<file path="src/rtl/dag_pkg.sv">
package dag_pkg;
  typedef enum logic [2:0] {
    RK_INDEX  = 3'd0,
    RK_MODIFY = 3'd1,
    RK_LENGTH = 3'd2,
    RK_BASE   = 3'd3,
    RK_PAGE   = 3'd4
  } reg_kind_e;
endpackage

</file>
<file path="src/rtl/dag_regfile.sv">
module dag_regfile #(
  parameter int IDX_W = 16,
  parameter int PG_W  = 8,
  parameter int NPTR  = 4,
  parameter int NBANK = 2,
  localparam int PTR_W = (NPTR > 1) ? $clog2(NPTR) : 1,
  localparam int BSEL_W = (NBANK > 1) ? $clog2(NBANK) : 1
) (
  input  logic                   clk,
  input  logic                   rst_n,
  input  logic [BSEL_W-1:0]      bank_sel,
  input  logic                   wr_en,
  input  dag_pkg::reg_kind_e     wr_kind,
  input  logic [PTR_W-1:0]       wr_ptr,
  input  logic [IDX_W-1:0]       wr_data,
  input  logic                   wb_en,
  input  logic [PTR_W-1:0]       wb_ptr,
  input  logic [IDX_W-1:0]       wb_data,
  output logic [IDX_W-1:0]       idx_o  [NPTR],
  output logic [IDX_W-1:0]       mod_o  [NPTR],
  output logic [IDX_W-1:0]       len_o  [NPTR],
  output logic [IDX_W-1:0]       base_o [NPTR],
  output logic [PG_W-1:0]        page_o
);
  import dag_pkg::*;

  logic [IDX_W-1:0] idx_q  [NBANK][NPTR];
  logic [IDX_W-1:0] idx_d  [NBANK][NPTR];
  logic [IDX_W-1:0] mod_q  [NBANK][NPTR];
  logic [IDX_W-1:0] mod_d  [NBANK][NPTR];
  logic [IDX_W-1:0] len_q  [NBANK][NPTR];
  logic [IDX_W-1:0] len_d  [NBANK][NPTR];
  logic [IDX_W-1:0] base_q [NBANK][NPTR];
  logic [IDX_W-1:0] base_d [NBANK][NPTR];
  logic [PG_W-1:0]  page_q [NBANK];
  logic [PG_W-1:0]  page_d [NBANK];

  always_comb begin
    idx_d  = idx_q;
    mod_d  = mod_q;
    len_d  = len_q;
    base_d = base_q;
    page_d = page_q;
    for (int b = 0; b < NBANK; b++) begin
      if (BSEL_W'(b) == bank_sel) begin
        if (wb_en) idx_d[b][wb_ptr] = wb_data;
        if (wr_en) begin
          case (wr_kind)
            RK_INDEX:  idx_d[b][wr_ptr]  = wr_data;
            RK_MODIFY: mod_d[b][wr_ptr]  = wr_data;
            RK_LENGTH: len_d[b][wr_ptr]  = wr_data;
            RK_BASE:   base_d[b][wr_ptr] = wr_data;
            RK_PAGE:   page_d[b]         = wr_data[PG_W-1:0];
            default: ;
          endcase
        end
      end
    end
  end

  always_ff @(posedge clk or negedge rst_n) begin
    if (!rst_n) begin
      for (int b = 0; b < NBANK; b++) begin
        page_q[b] <= '0;
        for (int p = 0; p < NPTR; p++) begin
          idx_q[b][p]  <= '0;
          mod_q[b][p]  <= '0;
          len_q[b][p]  <= '0;
          base_q[b][p] <= '0;
        end
      end
    end else begin
      idx_q  <= idx_d;
      mod_q  <= mod_d;
      len_q  <= len_d;
      base_q <= base_d;
      page_q <= page_d;
    end
  end

  for (genvar p = 0; p < NPTR; p++) begin : g_out
    assign idx_o[p]  = idx_q[bank_sel][p];
    assign mod_o[p]  = mod_q[bank_sel][p];
    assign len_o[p]  = len_q[bank_sel][p];
    assign base_o[p] = base_q[bank_sel][p];
  end
  assign page_o = page_q[bank_sel];

  // the inactive bank's page never moves
  for (genvar b = 0; b < NBANK; b++) begin : g_chk
    assert_idle_bank_page_R10: assert property (@(posedge clk) disable iff (!rst_n)
      (bank_sel != BSEL_W'(b)) |=> (page_q[b] == $past(page_q[b])));
  end
endmodule

</file>
<file path="src/rtl/dag_step.sv">
module dag_step #(
  parameter int IDX_W = 16
) (
  input  logic [IDX_W-1:0] idx,
  input  logic [IDX_W-1:0] step,
  input  logic [IDX_W-1:0] len,
  input  logic [IDX_W-1:0] base,
  output logic [IDX_W-1:0] nxt
);
  localparam int SW = IDX_W + 2;

  logic [IDX_W-1:0]    off;
  logic signed [SW-1:0] off_s, step_s, len_s, sum_s, adj_s;

  always_comb begin
    off    = idx - base;
    off_s  = {2'b00, off};
    step_s = {{2{step[IDX_W-1]}}, step};
    len_s  = {2'b00, len};
    sum_s  = off_s + step_s;
    if (sum_s < 0)           adj_s = sum_s + len_s;
    else if (sum_s >= len_s) adj_s = sum_s - len_s;
    else                     adj_s = sum_s;
    if (len == '0) nxt = idx + step;
    else           nxt = base + adj_s[IDX_W-1:0];
  end
endmodule

</file>
<file path="src/rtl/dag_addr_gen.sv">
module dag_addr_gen #(
  parameter int IDX_W = 16,
  parameter int PG_W  = 8,
  parameter int NPTR  = 4,
  parameter int IMM_W = 8,
  localparam int PTR_W = (NPTR > 1) ? $clog2(NPTR) : 1,
  localparam int ADDR_W = PG_W + IDX_W
) (
  input  logic              clk,
  input  logic              rst_n,
  input  logic              bank_sel,
  input  logic              wr_en,
  input  logic [2:0]        wr_kind,
  input  logic [PTR_W-1:0]  wr_ptr,
  input  logic [IDX_W-1:0]  wr_data,
  input  logic              req_valid,
  input  logic [PTR_W-1:0]  req_ptr,
  input  logic              req_pre,
  input  logic              req_use_imm,
  input  logic [PTR_W-1:0]  req_mod_sel,
  input  logic [IMM_W-1:0]  req_imm,
  output logic              addr_valid,
  output logic [ADDR_W-1:0] addr_out
);
  logic [IDX_W-1:0] idx_a  [NPTR];
  logic [IDX_W-1:0] mod_a  [NPTR];
  logic [IDX_W-1:0] len_a  [NPTR];
  logic [IDX_W-1:0] base_a [NPTR];
  logic [PG_W-1:0]  page;
  logic [IDX_W-1:0] cur_idx, cur_len, cur_base, step_val, step_mag, nxt_idx;
  logic [ADDR_W-1:0] addr_d, addr_q;
  logic             valid_d, valid_q;

  dag_regfile #(.IDX_W(IDX_W), .PG_W(PG_W), .NPTR(NPTR), .NBANK(2)) u_regs (
    .clk(clk), .rst_n(rst_n), .bank_sel(bank_sel),
    .wr_en(wr_en), .wr_kind(dag_pkg::reg_kind_e'(wr_kind)), .wr_ptr(wr_ptr), .wr_data(wr_data),
    .wb_en(req_valid), .wb_ptr(req_ptr), .wb_data(nxt_idx),
    .idx_o(idx_a), .mod_o(mod_a), .len_o(len_a), .base_o(base_a), .page_o(page)
  );

  always_comb begin
    cur_idx  = idx_a[req_ptr];
    cur_len  = len_a[req_ptr];
    cur_base = base_a[req_ptr];
    step_val = req_use_imm ? {{(IDX_W-IMM_W){req_imm[IMM_W-1]}}, req_imm}
                           : mod_a[req_mod_sel];
    step_mag = step_val[IDX_W-1] ? (~step_val + 1'b1) : step_val;
  end

  dag_step #(.IDX_W(IDX_W)) u_step (
    .idx(cur_idx), .step(step_val), .len(cur_len), .base(cur_base), .nxt(nxt_idx)
  );

  always_comb begin
    valid_d = req_valid;
    addr_d  = addr_q;
    if (req_valid) addr_d = {page, (req_pre ? nxt_idx : cur_idx)};
  end

  always_ff @(posedge clk or negedge rst_n) begin
    if (!rst_n) begin
      valid_q <= 1'b0;
      addr_q  <= '0;
    end else begin
      valid_q <= valid_d;
      addr_q  <= addr_d;
    end
  end

  assign addr_valid = valid_q;
  assign addr_out   = addr_q;

  assert_valid_follows_R12: assert property (@(posedge clk) disable iff (!rst_n)
    req_valid |=> addr_valid);
  assert_valid_quiet_R12: assert property (@(posedge clk) disable iff (!rst_n)
    !req_valid |=> !addr_valid);
  assert_post_uses_old_R2: assert property (@(posedge clk) disable iff (!rst_n)
    (req_valid && !req_pre) |=> (addr_out[IDX_W-1:0] == $past(cur_idx)));
  assert_page_kept_R9: assert property (@(posedge clk) disable iff (!rst_n)
    req_valid |=> (addr_out[ADDR_W-1:IDX_W] == $past(page)));
  assert_stays_in_window_R8: assert property (@(posedge clk) disable iff (!rst_n)
    (req_valid && cur_len != '0 && (cur_idx - cur_base) < cur_len && step_mag < cur_len)
      |-> ((nxt_idx - cur_base) < cur_len));
  assert_linear_step_R7: assert property (@(posedge clk) disable iff (!rst_n)
    (req_valid && cur_len == '0) |-> ((nxt_idx - cur_idx) == step_val));
endmodule

</file>
<file path="config.mk">
export PLATFORM = sky130hd
export DESIGN_NAME = dag_addr_gen
export DESIGN_NICKNAME = d
export VERILOG_FILES = /design/src/rtl/dag_pkg.sv /design/src/rtl/dag_regfile.sv /design/src/rtl/dag_step.sv /design/src/rtl/dag_addr_gen.sv
export SDC_FILE = /design/constraint.sdc
export NUM_CORES = 1
export LEC_CHECK = 0
export CELL_PAD_IN_SITES_DETAIL_PLACEMENT = 0
export CELL_PAD_IN_SITES_GLOBAL_PLACEMENT = 1
export CORE_ASPECT_RATIO = 1.1
export CORE_MARGIN = 2
export CORE_UTILIZATION = 32
export CTS_CLUSTER_DIAMETER = 100
export DETAILED_ROUTE_END_ITERATION = 10
export PLACE_DENSITY = 0.62
export RECOVER_POWER = 25
export SLEW_MARGIN = 20
export SYNTH_ARGS = -nofsm -noshare
export SYNTH_HDL_FRONTEND = slang
export SYNTH_SLANG_ARGS = --single-unit
</file>
<file path="constraint.sdc">
create_clock -name clk -period 13.1 [get_ports clk]
set_input_delay 1.31 -clock clk [delete_from_list [all_inputs] [get_ports clk]]
set_output_delay 1.31 -clock clk [all_outputs]
set_load 0.03 [all_outputs]
</file>
# ---- After elaboration in Yosys (flattened, before gate mapping)
# Cells that the tools add are included.
dict set report word_totals {
  elab_cells 125
  input_bits 40
  ramBits 0
  memories 0
  output_inout_bits 25
  rom_bits 0
  latchBits 0
  regBits 553
}
dict set report op_classes {
  shifts 0
  div_mod_pow 0
  reduce_logical 12
  n_mul 0
  muxes 54
  bitwise_logic 5
  eq_ne 4
  addsub 6
  magnitude_cmp 8
}
# cell n
set ops {}
lappend ops {{two-way mux 64 bit} 20}
lappend ops {{bitwise mux 64 bit} 10}
lappend ops {{two-way mux 16 bit} 15}
lappend ops {{binary-select mux 16 bit (select 2 bit)} 4}
lappend ops {{demux 16 bit (select 2 bit)} 2}
lappend ops {{adder 16 bit} 3}
lappend ops {{subtractor 16 bit} 2}
lappend ops {{two-way mux 8 bit} 3}
lappend ops {{AND reduction 3 bit} 8}
lappend ops {{adder 17 x 16 -> 18 bit} 1}
lappend ops {{>= comparator 18 x 17 -> 1 bit} 1}
lappend ops {{less-than comparator 18 x 1 -> 1 bit (second input constant)} 1}
lappend ops {{zero test 16 bit} 1}
lappend ops {{>= comparator 3 bit (second input constant)} 3}
lappend ops {{inverter 2 -> 3 bit} 3}
lappend ops {{== test 3 x 2 -> 1 bit (second input constant)} 2}
lappend ops {{less-than comparator 3 x 1 -> 1 bit (second input constant)} 2}
lappend ops {{== test 3 x 1 -> 1 bit (second input constant)} 1}
lappend ops {{== test 3 bit (second input constant)} 1}
lappend ops {{zero test 3 bit} 1}
lappend ops {{>= comparator 2 bit (second input constant)} 1}
lappend ops {{logical AND 1 bit} 2}
lappend ops {{inverter 1 -> 2 bit} 1}
lappend ops {{inverter 1 bit} 1}

# ---- Depth between registers and ports, before layout
dict set report depth {
  depth_word 20
  depth_mapped 51
  depth_no_buf 44
}

# ---- Modules after synthesis
# From an unflattened synthesis, not the netlist that was laid out.
dict set report hier_totals {
  cells_unflattened 2748
  hier_area_um2 32444.9
}
# module area_per_inst_um2 cells_each instances seq_area_each_um2
set modules_own_cells {}
lappend modules_own_cells {dag_regfile 24977.7 1907 1 13212.7}
lappend modules_own_cells {dag_step 4715.8 672 1 0.0}
lappend modules_own_cells {dag_addr_gen 2751.4 169 1 625.6}

# ---- Least setup slack after synthesis
# OpenSTA, ideal clock, no wires.
dict set report synth_path {
  path_type {input to register}
  startpoint {input port bank_sel}
  endpoint {register u_regs.idx_q[14] in the netlist's numbering}
  t_required_ns 12.954
  n_path_buf 9
  t_arrival_ns 11.750
  slack_ns 1.204
  setup_ns 0.146
  cell_stages 49
  path_cell_list {buf_4 buf_6 buf_6 buf_2 buf_1 buf_2 buf_2 mux4_2 mux2_2 ha_1 inv_1 fa_1 a21o_1 a21oi_1 o21bai_1 a21oi_1 o21bai_1 a21oi_1 [... 13 more ...] o21ai_0 a21o_1 a31oi_1 nand2_1 clkbuf_1 o21ai_0 a21oi_1 ha_1 fa_1 a21o_1 a21oi_1 o21ai_0 a31o_2 a211o_1 a2111oi_0 nor4_1 nor4b_4 o221ai_1}
}
dict set report synth_between {
  elab_chain_cells 20
  elab_cells_between_ends 44
  cone_classes {add/sub: 6; order compare: 2; mux: 34; bitwise: 1; reduce/logical: 1}
}
# item line
set synth_rtl {}
lappend synth_rtl {{from (decl)} dag_addr_gen.sv:11} ;# input logic bank_sel,
lappend synth_rtl {{inverter 1 -> 2 bit (implied by the code)} -}
lappend synth_rtl {{two-way mux 64 bit, on equally long branches (3 in a row)} {dag_regfile.sv:82, dag_regfile.sv:83, dag_regfile.sv:85}}
lappend synth_rtl {{binary-select mux 16 bit (select 2 bit), on equally long branches} {dag_addr_gen.sv:42, dag_addr_gen.sv:44, dag_addr_gen.sv:46}}
lappend synth_rtl {{two-way mux 16 bit, on equally long branches (2 in a row)} {dag_addr_gen.sv:42, dag_addr_gen.sv:44, dag_addr_gen.sv:46}}
lappend synth_rtl {{subtractor 16 bit / two-way mux 16 bit (equally long branches)} {dag_step.sv:16, dag_addr_gen.sv:45}}
lappend synth_rtl {{adder 17 x 16 -> 18 bit} dag_step.sv:20} ;# sum_s = off_s + step_s;
lappend synth_rtl {{subtractor 16 bit / >= comparator 18 x 17 -> 1 bit (equally long branches)} dag_step.sv:22} ;# else if (sum_s >= len_s) adj_s = sum_s - len_s;
lappend synth_rtl {{two-way mux 16 bit} dag_step.sv:22}
lappend synth_rtl {{two-way mux 16 bit} dag_step.sv:21} ;# if (sum_s < 0) adj_s = sum_s + len_s;
lappend synth_rtl {{adder 16 bit} dag_step.sv:25} ;# else nxt = base + adj_s[IDX_W-1:0];
lappend synth_rtl {{two-way mux 16 bit} dag_step.sv:24} ;# if (len == '0) nxt = idx + step;
lappend synth_rtl {{bitwise mux 64 bit} dag_regfile.sv:46} ;# if (wb_en) idx_d[b][wb_ptr] = wb_data;
lappend synth_rtl {{two-way mux 64 bit} dag_regfile.sv:46}
lappend synth_rtl {{two-way mux 64 bit} dag_regfile.sv:45} ;# if (BSEL_W'(b) == bank_sel) begin
lappend synth_rtl {{bitwise mux 64 bit} dag_regfile.sv:49} ;# RK_INDEX: idx_d[b][wr_ptr] = wr_data;
lappend synth_rtl {{two-way mux 64 bit} dag_regfile.sv:48} ;# case (wr_kind)
lappend synth_rtl {{two-way mux 64 bit} dag_regfile.sv:47} ;# if (wr_en) begin
lappend synth_rtl {{to (signal assigned)} dag_regfile.sv:73} ;# idx_q <= idx_d;
lappend synth_rtl {{to (decl)} dag_regfile.sv:27} ;# logic [IDX_W-1:0] idx_q [NBANK][NPTR];
# Several ways; a longest one is shown, not always the timed one. The select of a mux whose other input is x is not followed.
# A chain may end at the register's enable or synchronous reset.

# ---- Final worst setup path
# Same ends and word-level chain as after synthesis.

==> results.toml <==
[cells_and_area]
drive_gt1_frac = 0.285
final_core_util = 0.368
fin_nets = 2706
syn2layout_area_growth_pct = 13.6
n_fill_cell = 9025

[floorplan]
dieArea_mm2 = 0.0965
row_count = 117
initial_core_util = 0.324
fp.dieW_um = 296
die_y_um = 326
core_mm2 = 0.0928
ioPinCount = 65

[synthesis]
ys_types = 74
avgSynthCellArea_um2 = 11.9
yosysTopAreaCell = "dfrtp_1"
synth_mux_area_frac = 0.272
synth_top_area_frac = 0.460
synth-seq-cells = 553
synthCells = 2530
ys.flop_type = "dfrtp_1"
async_reset_ff_frac = 1.00
syn_nets = 2671
synth-simple-area-share = 0.0710
syn_area_mm2 = 0.0301
synth-xor-area-share = 0.0137
synth.area.top_cells = "dfrtp_1, mux2_2, mux4_2"
synth_adder_area_share = 0.0435
ys_seq_area_frac = 0.460
synth_top_family_by_area = "multiplexers"
yosysWarnings = 0
synth-edff-count = 0
ys_top_cells_by_count = "dfrtp_1, mux2_2, nor2_1"
synth_compound_area_frac = 0.108
synth_most_common_cell = "dfrtp_1"

[clocking]
cts-root-buf = "clkbuf_16"
cts_max_path_buffers = 3
cts_resized = 0
cts_sinks = 553
cts_buffers = 61
htreeDepth = 2
hold_buffers = 0
cts_tree = "done"
path_clk_slew_ns = 0.06
clkLatencyLatePin_ns = 0.63
post_cts_buffers = 0

[global_routing]
antenna_found_initial = 5
first_global_vias = 21841
gr-total-overflow = 0
grt_pass1_wl_um = 142000
track_usage = 0.195
grt_max_degree = 165

[critical_path]
cp_common_cell = "a21oi_1"
cp-end-kind = "flip-flop"
cp_top_family = "compound AO/OA/AOI/OAI gates"
crit_cells = 38
crit_type = "primary input to flip-flop"
crit_required_ns = 13.56
crit_slowest_cell = "mux4_2"
crit_fanout = 44
critPathBufInv = 2
slowest_delay_ns = 0.58
start_kind = "primary input"
worstRegToRegCells = 37
arrival_ns = 12.34

[routing]
drtIter0Drc = 1728
drc_errors = 0
routed-via-count = 21095
drtPass1Iterations = 8
wl_per_cell_um = 24.4
drt_wl_total_um = 94400
vias_per_cell = 5.46
ant_nets = 0

[sta]
hold_violations = 0
setup_tns_ns = 0
finalCriticalPeriod_ns = 11.89
clock.fmax_ghz = 0.0841
finClkSkew_ns = 0.0272
worst_pin_slew_ns = 5.92
relSlewSlack = -2.95
drv_slew = 474
fin_crit_sh = 0.908
rsz0062_at_grt = "no"
setup_viol = 0

[hold_path]
whs_path_depth = 1
min_path_type = "flip-flop to flip-flop"

[placed_design]
portBuffers = 64
gp_congestion = 0.917
dp_hpwl_um = 65600

[job]
drv_cap = 6

[run_status]
outcome = "complete, but fails checks"
violations = "capacitance limit, slew limit"
[logic make-up after synthesis]
group	after synthesis
fa+ha+maj	101
simple gates	479
xor+xnor	47
buf+inv	243
flops	553
compound gates	504
mux	603
[worst reg2reg max path: cells and delay by family (launching register included)]
family | cells | cell delay (ns)
mux | 2 | 1.05
xor+xnor | 2 | 0.36
compound gates | 19 | 5.00
flops | 1 | 0.39
fa+ha+maj | 4 | 1.49
simple gates | 10 | 2.60
[layout by cell type (no fill, tap or decap), types with 6 or more instances in the layout]
cell and instances:
nor2_1 204, nand4_1 10, clkdlybuf4s50_1 53, o221ai_1 25
and3_1 8, nand3_1 19, clkinv_2 11, dfrtp_1 553
a21o_1 30, nand2_1 142, clkbuf_8 16, mux4_2 128
a211oi_1 25, ha_1 95, o211ai_1 9, buf_2 6
a22o_1 30, o21a_1 12, nand2b_1 14, fa_1 6
clkbuf_1 19, inv_1 76, o31ai_1 11, mux2i_1 52
a21oi_1 175, o21bai_1 12, nor2b_1 25, nand3b_1 6
clkbuf_16 62, or3_1 8, mux2_2 422, a211o_1 6
a31oi_1 13, o21ai_0 68, xor2_1 14, buf_4 68
xnor2_1 31, nor3_1 19, o22ai_1 42
[path summary, 6_finish.rpt]
kind	endpoint	slack [ns]	startpoint
max reg2reg	u_regs.idx_q[14]$_DFFE_PN0P_	2.04	u_regs.base_q[1]$_DFFE_PN0P_
min	addr_out[13]$_DFFE_PN0P_	0.48	addr_out[13]$_DFFE_PN0P_
max in group asynchronous	u_regs.idx_q[91]$_DFFE_PN0N_	2.74	rst_n
max	u_regs.idx_q[14]$_DFFE_PN0P_	1.21	bank_sel
min reg2reg	addr_out[13]$_DFFE_PN0P_	0.48	addr_out[13]$_DFFE_PN0P_
min in group asynchronous	addr_out[23]$_DFFE_PN0P_	2.86	rst_n
[through the flow]
step	area, um^2	hold slack (ns)	cells	worst slack (ns)
floorplan	30100	0.451	2530	1.20
CTS	34200	0.483	3862	1.27
global route	34200	0.509	3863	0.355
detailed placement	32200	0.467	3750	0.621
finish	34200	0.479	3864	1.21
global placement	32200	0.465	3750	0.722
[area by class of cell]
class                   count  area [um^2]  area share
flip-flops and latches    553        13800       0.405
clock buffers              92         1820      0.0534
well taps                1249         1560      0.0457
repair buffers            137         1150      0.0337
clock inverters            20          200     0.00586
diodes                      1         2.50   0.0000732
multi-input cells        1734        15300       0.448
inverters                  78          293     0.00857
[metal layers]
metal | GRT usage | up-vias | share of wire
met4 | 0.0628 | 4 | 0.035
li1 | - | 9366 | -
met5 | 0 | - | 0.00025
met1 | 0.267 | 10941 | 0.44
met3 | 0.0233 | 161 | 0.046
met2 | 0.322 | 623 | 0.48
[flip-flops by register name, indices dropped and copies added, names as in the netlist]
signal / count
addr_out: 24
addr_valid: 1
u_regs.base_q: 128
u_regs.idx_q: 128
u_regs.len_q: 128
u_regs.mod_q: 128
u_regs.page_q: 16
Power is not shown: default switching activity piles up to over one toggle a cycle in this logic, so the estimate is an artifact.
